## src/rtl/ebus_pkg.sv

```systemverilog
package ebus_pkg;

  typedef enum logic [1:0] {
    OP_LONG = 2'b00,
    OP_BYTE = 2'b01,
    OP_WORD = 2'b10,
    OP_RSVD = 2'b11
  } op_size_e;

  typedef enum logic [1:0] {
    PORT_32   = 2'b00,
    PORT_8    = 2'b01,
    PORT_16   = 2'b10,
    PORT_RSVD = 2'b11
  } port_size_e;

  typedef enum logic {
    ST_IDLE = 1'b0,
    ST_BEAT = 1'b1
  } ctl_state_e;

  // bytes in an operand
  function automatic logic [2:0] op_bytes(input logic [1:0] code);
    case (code)
      OP_BYTE: op_bytes = 3'd1;
      OP_WORD: op_bytes = 3'd2;
      default: op_bytes = 3'd4;
    endcase
  endfunction

  // bytes carried per beat by a port
  function automatic logic [2:0] port_bytes(input logic [1:0] code);
    case (code)
      PORT_8:  port_bytes = 3'd1;
      PORT_16: port_bytes = 3'd2;
      default: port_bytes = 3'd4;
    endcase
  endfunction

  // number of beats for an operand on a port
  function automatic logic [2:0] beat_count(input logic [2:0] ob, input logic [2:0] pb);
    if (ob <= pb)       beat_count = 3'd1;
    else if (pb == 3'd1) beat_count = ob;
    else                beat_count = ob >> 1;
  endfunction

endpackage

```

## src/rtl/ebus_cs_decode.sv

```systemverilog
module ebus_cs_decode #(
  parameter int NUM_CS = 4,
  parameter int ADDR_W = 24,
  parameter int WS_W   = 4,
  parameter int IDX_W  = (NUM_CS > 1) ? $clog2(NUM_CS) : 1
) (
  input  logic [ADDR_W-1:0]        addr,
  input  logic [NUM_CS*ADDR_W-1:0] cfg_base,
  input  logic [NUM_CS*ADDR_W-1:0] cfg_mask,
  input  logic [NUM_CS-1:0]        cfg_en,
  input  logic [NUM_CS*2-1:0]      cfg_port,
  input  logic [NUM_CS*WS_W-1:0]   cfg_ws,
  input  logic [NUM_CS-1:0]        cfg_int_term,
  output logic                     hit,
  output logic [IDX_W-1:0]         idx,
  output logic [1:0]               port,
  output logic [WS_W-1:0]          ws,
  output logic                     int_term
);

  logic [NUM_CS-1:0] match;

  for (genvar g = 0; g < NUM_CS; g++) begin : g_match
    assign match[g] = cfg_en[g] &&
      (((addr ^ cfg_base[g*ADDR_W +: ADDR_W]) & cfg_mask[g*ADDR_W +: ADDR_W]) == '0);
  end

  // lowest index has priority: scan downward so it is written last
  always_comb begin
    hit = 1'b0;
    idx = '0;
    for (int i = NUM_CS - 1; i >= 0; i--) begin
      if (match[i]) begin
        hit = 1'b1;
        idx = IDX_W'(i);
      end
    end
  end

  assign port     = cfg_port[idx*2 +: 2];
  assign ws       = cfg_ws[idx*WS_W +: WS_W];
  assign int_term = cfg_int_term[idx];

endmodule

```

## src/rtl/ebus_lane.sv

```systemverilog
module ebus_lane #(
  parameter int DATA_W = 32,
  parameter int LANES  = DATA_W / 8,
  parameter int OFF_W  = $clog2(LANES),
  parameter int BW_W   = OFF_W + 1
) (
  input  logic [DATA_W-1:0] shreg,
  input  logic [OFF_W-1:0]  off,
  input  logic [BW_W-1:0]   bw,
  input  logic [DATA_W-1:0] din,
  output logic [DATA_W-1:0] dout,
  output logic [LANES-1:0]  lanes,
  output logic [DATA_W-1:0] rd_part
);

  logic [LANES-1:0]  lanes_top;
  logic [OFF_W+2:0]  off_bits;
  logic [BW_W+2:0]   bw_bits;

  always_comb begin
    off_bits  = {off, 3'b000};
    bw_bits   = {bw, 3'b000};
    // operand is left-justified in shreg; slide it down to its lane offset
    dout      = shreg >> off_bits;
    // bw lanes counted from the top, then moved to the offset
    lanes_top = ~({LANES{1'b1}} >> bw);
    lanes     = lanes_top >> off;
    // pick bw bytes starting at the offset lane, right-justified
    rd_part   = (din << off_bits) >> (DATA_W - int'(bw_bits));
  end

endmodule

```

## src/rtl/ebus_strobe.sv

```systemverilog
module ebus_strobe #(
  parameter int NUM_CS = 4,
  parameter int LANES  = 4,
  parameter int IDX_W  = 2
) (
  input  logic              clk,
  input  logic              rst,
  input  logic              active,
  input  logic              rd,
  input  logic [IDX_W-1:0]  sel,
  input  logic [LANES-1:0]  lanes,
  output logic [NUM_CS-1:0] cs_n,
  output logic              oe_n,
  output logic [LANES-1:0]  bs_n
);

  logic [NUM_CS-1:0] sel_hot;

  for (genvar g = 0; g < NUM_CS; g++) begin : g_sel
    assign sel_hot[g] = active && (sel == IDX_W'(g));
  end

  // falling-edge launch, half a clock after the rising-edge state
  always_ff @(negedge clk) begin
    if (rst) begin
      cs_n <= '1;
      oe_n <= 1'b1;
      bs_n <= '1;
    end else begin
      cs_n <= ~sel_hot;
      oe_n <= ~(active && rd);
      bs_n <= active ? ~lanes : '1;
    end
  end

endmodule

```

## src/rtl/ebus_sizer.sv

```systemverilog
module ebus_sizer
  import ebus_pkg::*;
#(
  parameter int ADDR_W = 24,
  parameter int DATA_W = 32,
  parameter int NUM_CS = 4,
  parameter int WS_W   = 4
) (
  input  logic                     clk,
  input  logic                     rst,
  input  logic [NUM_CS*ADDR_W-1:0] cfg_base,
  input  logic [NUM_CS*ADDR_W-1:0] cfg_mask,
  input  logic [NUM_CS-1:0]        cfg_en,
  input  logic [NUM_CS*2-1:0]      cfg_port,
  input  logic [NUM_CS*WS_W-1:0]   cfg_ws,
  input  logic [NUM_CS-1:0]        cfg_int_term,
  input  logic                     req_valid,
  output logic                     req_ready,
  input  logic [ADDR_W-1:0]        req_addr,
  input  logic [1:0]               req_size,
  input  logic                     req_write,
  input  logic [DATA_W-1:0]        req_wdata,
  output logic                     rsp_done,
  output logic                     rsp_err,
  output logic [DATA_W-1:0]        rsp_rdata,
  output logic [ADDR_W-1:0]        bus_addr,
  output logic                     bus_ts,
  output logic                     bus_rw,
  output logic [1:0]               bus_siz,
  output logic                     bus_tip,
  output logic [NUM_CS-1:0]        bus_cs_n,
  output logic                     bus_oe_n,
  output logic [DATA_W/8-1:0]      bus_bs_n,
  output logic [DATA_W-1:0]        bus_dout,
  output logic                     bus_dout_en,
  input  logic [DATA_W-1:0]        bus_din,
  input  logic                     bus_ta_n
);

  localparam int LANES = DATA_W / 8;
  localparam int OFF_W = $clog2(LANES);
  localparam int BW_W  = OFF_W + 1;
  localparam int IDX_W = (NUM_CS > 1) ? $clog2(NUM_CS) : 1;

  // decode results
  logic             dec_hit;
  logic [IDX_W-1:0] dec_idx;
  logic [1:0]       dec_port;
  logic [WS_W-1:0]  dec_ws;
  logic             dec_int;

  // transfer state
  ctl_state_e       state_q;
  logic [ADDR_W-1:0] addr_q;
  logic [DATA_W-1:0] shreg_q;
  logic [DATA_W-1:0] acc_q;
  logic [BW_W-1:0]  beats_q;
  logic [BW_W-1:0]  pb_q;
  logic [BW_W-1:0]  bw_q;
  logic [WS_W-1:0]  ws_q;
  logic [WS_W-1:0]  cnt_q;
  logic             aa_q;
  logic [IDX_W-1:0] sel_q;
  logic             rw_q;
  logic [1:0]       siz_q;
  logic             ts_q;
  logic             tip_q;
  logic             done_q;
  logic             err_q;
  logic [DATA_W-1:0] rdata_q;

  // lane steering
  logic [OFF_W-1:0]  off;
  logic [DATA_W-1:0] lane_dout;
  logic [LANES-1:0]  lane_sel;
  logic [DATA_W-1:0] rd_part;
  logic [DATA_W-1:0] acc_next;
  logic [BW_W+2:0]   bw_bits;

  // request-side derived values
  logic [BW_W-1:0]  ob_n;
  logic [BW_W-1:0]  pb_n;
  logic [BW_W-1:0]  bw_n;
  logic [BW_W+2:0]  ob_bits;

  logic beat_active;
  logic beat_end;

  ebus_cs_decode #(
    .NUM_CS (NUM_CS),
    .ADDR_W (ADDR_W),
    .WS_W   (WS_W),
    .IDX_W  (IDX_W)
  ) u_dec (
    .addr         (req_addr),
    .cfg_base     (cfg_base),
    .cfg_mask     (cfg_mask),
    .cfg_en       (cfg_en),
    .cfg_port     (cfg_port),
    .cfg_ws       (cfg_ws),
    .cfg_int_term (cfg_int_term),
    .hit          (dec_hit),
    .idx          (dec_idx),
    .port         (dec_port),
    .ws           (dec_ws),
    .int_term     (dec_int)
  );

  assign beat_active = (state_q == ST_BEAT);
  // byte offset of the current beat inside the port
  assign off      = addr_q[OFF_W-1:0] & (pb_q[OFF_W-1:0] - 1'b1);
  assign beat_end = beat_active && (aa_q ? (cnt_q == '0) : !bus_ta_n);

  ebus_lane #(
    .DATA_W (DATA_W),
    .LANES  (LANES),
    .OFF_W  (OFF_W),
    .BW_W   (BW_W)
  ) u_lane (
    .shreg   (shreg_q),
    .off     (off),
    .bw      (bw_q),
    .din     (bus_din),
    .dout    (lane_dout),
    .lanes   (lane_sel),
    .rd_part (rd_part)
  );

  always_comb begin
    ob_n     = op_bytes(req_size);
    pb_n     = port_bytes(dec_port);
    bw_n     = (ob_n < pb_n) ? ob_n : pb_n;
    ob_bits  = {ob_n, 3'b000};
    bw_bits  = {bw_q, 3'b000};
    acc_next = (acc_q << bw_bits) | rd_part;
  end

  always_ff @(posedge clk) begin
    if (rst) begin
      state_q <= ST_IDLE;
      addr_q  <= '0;
      shreg_q <= '0;
      acc_q   <= '0;
      beats_q <= '0;
      pb_q    <= BW_W'(LANES);
      bw_q    <= BW_W'(LANES);
      ws_q    <= '0;
      cnt_q   <= '0;
      aa_q    <= 1'b0;
      sel_q   <= '0;
      rw_q    <= 1'b1;
      siz_q   <= OP_LONG;
      ts_q    <= 1'b0;
      tip_q   <= 1'b0;
      done_q  <= 1'b0;
      err_q   <= 1'b0;
      rdata_q <= '0;
    end else begin
      ts_q   <= 1'b0;
      done_q <= 1'b0;
      err_q  <= 1'b0;
      case (state_q)
        ST_IDLE: begin
          if (req_valid) begin
            if (!dec_hit) begin
              done_q  <= 1'b1;
              err_q   <= 1'b1;
              rdata_q <= '0;
            end else begin
              state_q <= ST_BEAT;
              addr_q  <= req_addr;
              // left-justify the operand so the MSB goes out first
              shreg_q <= req_wdata << (DATA_W - int'(ob_bits));
              acc_q   <= '0;
              beats_q <= beat_count(ob_n, pb_n);
              pb_q    <= pb_n;
              bw_q    <= bw_n;
              ws_q    <= dec_ws;
              cnt_q   <= dec_ws;
              aa_q    <= dec_int;
              sel_q   <= dec_idx;
              rw_q    <= !req_write;
              siz_q   <= req_size;
              ts_q    <= 1'b1;
              tip_q   <= 1'b1;
            end
          end
        end
        ST_BEAT: begin
          if (beat_end) begin
            acc_q <= acc_next;
            if (beats_q == BW_W'(1)) begin
              state_q <= ST_IDLE;
              tip_q   <= 1'b0;
              done_q  <= 1'b1;
              rdata_q <= acc_next;
            end else begin
              beats_q <= beats_q - 1'b1;
              addr_q  <= addr_q + ADDR_W'(pb_q);
              shreg_q <= shreg_q << bw_bits;
              cnt_q   <= ws_q;
              ts_q    <= 1'b1;
            end
          end else if (aa_q) begin
            cnt_q <= cnt_q - 1'b1;
          end
        end
        default: state_q <= ST_IDLE;
      endcase
    end
  end

  ebus_strobe #(
    .NUM_CS (NUM_CS),
    .LANES  (LANES),
    .IDX_W  (IDX_W)
  ) u_strb (
    .clk    (clk),
    .rst    (rst),
    .active (beat_active),
    .rd     (rw_q),
    .sel    (sel_q),
    .lanes  (lane_sel),
    .cs_n   (bus_cs_n),
    .oe_n   (bus_oe_n),
    .bs_n   (bus_bs_n)
  );

  assign req_ready   = (state_q == ST_IDLE);
  assign rsp_done    = done_q;
  assign rsp_err     = err_q;
  assign rsp_rdata   = rdata_q;
  assign bus_addr    = addr_q;
  assign bus_ts      = ts_q;
  assign bus_rw      = rw_q;
  assign bus_siz     = siz_q;
  assign bus_tip     = tip_q;
  assign bus_dout    = lane_dout;
  assign bus_dout_en = beat_active && !rw_q;

endmodule

```

## config.mk

```make
export PLATFORM = sky130hd
export DESIGN_NAME = ebus_sizer
export DESIGN_NICKNAME = d
export VERILOG_FILES = /design/src/rtl/ebus_pkg.sv /design/src/rtl/ebus_cs_decode.sv /design/src/rtl/ebus_lane.sv /design/src/rtl/ebus_strobe.sv /design/src/rtl/ebus_sizer.sv
export SDC_FILE = /design/constraint.sdc
export NUM_CORES = 1
export LEC_CHECK = 0
export ABC_AREA = 1
export CORE_AREA = 2 2 164 166
export CTS_CLUSTER_DIAMETER = 80
export DETAILED_ROUTE_END_ITERATION = 16
export DIE_AREA = 0 0 166 168
export DONT_BUFFER_PORTS = 1
export HOLD_SLACK_MARGIN = 0.15
export SYNTH_ARGS = -nofsm -noshare
export SYNTH_HDL_FRONTEND = slang
export SYNTH_SLANG_ARGS = --single-unit
export TNS_END_PERCENT = 5
```

## constraint.sdc

```tcl
create_clock -name clk -period 5.6 [get_ports clk]
set_clock_uncertainty 0.15 [all_clocks]
set_input_delay 0 -clock clk [delete_from_list [all_inputs] [get_ports clk]]
set_output_delay 0 -clock clk [all_outputs]
set_load 0.01 [all_outputs]
```

==> run metrics <==
Finish-stage setup viols=0; initial DRC count=1472; post-route DRC violation count=0; Slew headroom=0.309; clock power share=0.444; ys async rst share=0; status=completed; H-tree depth=4; die area=0.0279 mm^2; TritonRoute pass-1 iters=5; CP endpoint kind=register; unrepaired setup endpoints after global routing=no; first-pass GRT wire length=80.4 mm; WL final=53.3 mm; total CTS buffers=17; Leak Pwr=6.49 nW; total of max-cap violations=0; critical path data required time=5760 ps; sequential fraction of the synthesis area=0.248; TritonCTS clock tree=built; crit-path max FO=19; vias in the first global route=13712; WL per Instance=20.2 um; initial core utilization=0.481; reg-to-reg critical path startpoint=bus_addr[0]; Die Y=168 um; Final Wtd Congestion=0.981; Ys Warns=0; Clock Tree Buf Depth=2; Root Driver=clkbuf_16; Setup crit start kind=input pin; Worst VDD drop=0.000208 V; via/cell ratio=5.75; Die W=166 um; CTS clk-pin slew, worst paths=80 ps; number of flops mapped to enable cells by yosys=0; initial antenna violation count=6; Sum Neg Setup Slack=0 ps; pre-CTS setup slack=851 ps; grt total ovfl=0; Final Hold Viols=0; post-route minimum period=4790 ps; Peak Freq=209 MHz; Power Total=0.00283 W; Row Count=60; Detail Placement HPWL=39.7 mm; Hold Path Class=input pin to register; ANT nets after route=0; IO Port Bufs=0; number of I/O pins=425; layout cells sized above 1=0.0414; power density over the cells=195 mW/mm^2; Gate Count Post-Synth=2241; fin crit share=0.855; crit path DAT=4950 ps; vias after detailed routing=15190; largest net degree at the start of global routing=88; internal power=0.00194 W; final layout net count=2621; syn_area_per_cell=5.66 um^2; start point of the critical path=req_addr[20]; ys flop type=dfxtp_1; WS Path Type=input pin to register; NetSw=0.000897 W; Worst-Margin Slew=1040 ps; Synth cell types=47; number of synthesized register bits=157; HP Start=bus_din[25]; core footprint=0.0264 mm^2; TritonCTS Sinks=157; Final Max Slew Viols=0; combinational power share=0.156; layout overhead on the synthesized area=14.9%; Final Non-Filler Cells=2640; Seq pwr share=0.401; switching share of total power=0.316; WHS=172 ps; global-route usage over all layers=0.366; Post-CTS Setup Bufs=0; Net Count, Synth=2581; Mapped Area=0.0127 mm^2; Clock Latency Late Sink=440 ps; Placed Cells=2476; fin worst setup slack=810 ps
## worst paths after layout
check	slack, ps	cells past startpoint	endpoint
worst max-delay path	810	26	beats_q[0]
worst min-delay path	170	8	acc_q[25]
worst max register to register	820	6	u_strb.bs_n[1]
worst min register to register	310	2	acc_q[24]
## routing by layer
metal	wire, um	up-vias	track usage	part of all wire
met3	4810	139	0.0701	0.090
met2	23900	800	0.595	0.45
met4	2330	2	0.150	0.044
met5	16	-	0	0.00030
met1	22300	6871	0.478	0.42
li1	-	7378	-	-
## final cells by class
type	count	area, um^2
repair buffers	132	1310
inverters	204	766
clock buffers	17	425
diodes	5	12.5
well taps	341	427
flip-flops and latches	157	3150
multi-input cells	1760	8240
clock inverters	24	243
fillers	2729	11800
## cell families after synthesis
group / after synthesis / synth area share
adders and majority gates: 21 / 0.0213
and+or+nand+nor: 1231 / 0.401
DFF: 157 / 0.248
AOI/OAI and AO/OA: 480 / 0.207
buffers and inverters: 324 / 0.103
muxes: 8 / 0.00632
xor gates and xnor gates: 20 / 0.0138
## layout by cell type (no fill, tap or decap), types with 4 or more instances in the layout
cell,synthesis,routed
o21a_1,9,9
o22ai_1,14,14
xor2_1,15,15
or2_2,7,7
o21ai_0,240,240
mux2i_1,8,8
nand3_1,189,189
nand4_1,15,15
and3_1,4,4
nand2_1,629,628
a22o_1,8,8
nand2_2,5,6
nor3_1,8,8
diode_2,0,5
inv_8,0,4
or2_0,4,4
buf_4,4,13
clkinv_8,0,7
dfxtp_1,157,155
o211ai_1,9,9
or2_1,25,25
clkbuf_16,0,17
a31oi_1,35,35
inv_1,180,186
nand3b_1,7,7
inv_2,22,24
xnor2_1,5,5
a21oi_1,137,137
nor2_1,331,331
dlygate4sd3_1,0,118
ha_1,20,19
a22oi_1,15,15
## cells in the mapped netlist, drive strengths merged (7+ instances only)
cell	instances	area, um^2
nand3	189	946
dfxtp	157	3140
buf	45	253
o211ai	9	67.6
inv	202	758
o22ai	14	87.6
ha	20	250
or2	36	225
a31oi	35	219
a22o	8	70.1
mux2i	8	80.1
nand2	637	2430
clkbuf	74	279
o21a	9	67.6
o21ai	242	1220
a21oi	138	694
nand4	15	93.8
nor3	9	50.1
nand3b	7	52.6
xor2	15	131
a22oi	15	113
nor2	334	1260
## flip-flops by register name (all words and copies together), names as in the netlist
name         cells
acc_q           32
beats_q          3
sel_q            2
u_strb.bs_n      4
bus_addr        24
bw_q             3
ws_q             4
rsp_err          1
bus_tip          1
shreg_q         32
bus_siz          2
u_strb.cs_n      4
u_strb.oe_n      1
cnt_q            4
bus_rw           1
beat_active      1
rsp_done         1
rsp_rdata       32
bus_ts           1
pb_q             3
aa_q             1
## power groups by stage
| stage | sequential, W | clock [W] | combinational [W] |
|---|---|---|---|
| 2_1_floorplan | 0.00116 | 0.0000110 | 0.000273 |
| 3_3_place_gp | 0.00116 | 0.0000110 | 0.000345 |
| 3_5_place_dp | 0.00116 | 0.0000110 | 0.000347 |
| 4_1_cts | 0.00114 | 0.00126 | 0.000430 |
| 5_1_grt | 0.00114 | 0.00132 | 0.000485 |
| 6_report | 0.00114 | 0.00126 | 0.000441 |
## timing repair
action	CTS	global route
gates resized for setup	0	0
hold buffers	119	0
hold endpoints to repair	130	0
## through the flow
stage          utilization  cell area, um^2
5_1_grt              0.553            14600
2_1_floorplan            -            12700
3_5_place_dp         0.481            12700
6_report             0.553            14600
3_3_place_gp         0.481            12700
4_1_cts              0.552            14500
## critical path, cell delays in order
cell,delay (ps)
dlygate4sd3_1,570
inv_2,130
nand2_1,60
nand3_1,150
nand2_1,70
nor2_1,100
nand2_1,110
nor2_1,110
nand2_1,120
nand2_1,90
nand2_1,280
nand2_2,390
a21oi_1,140
o21ai_0,130
nand2_1,210
dlygate4sd3_1,680
ha_1,340
inv_1,70
ha_1,320
a31oi_1,120
a32oi_1,280
nand2_1,90
o22ai_1,130
nand2_1,70
o21ai_0,100
nor2_1,60
Power figures use the tool's default switching activity.
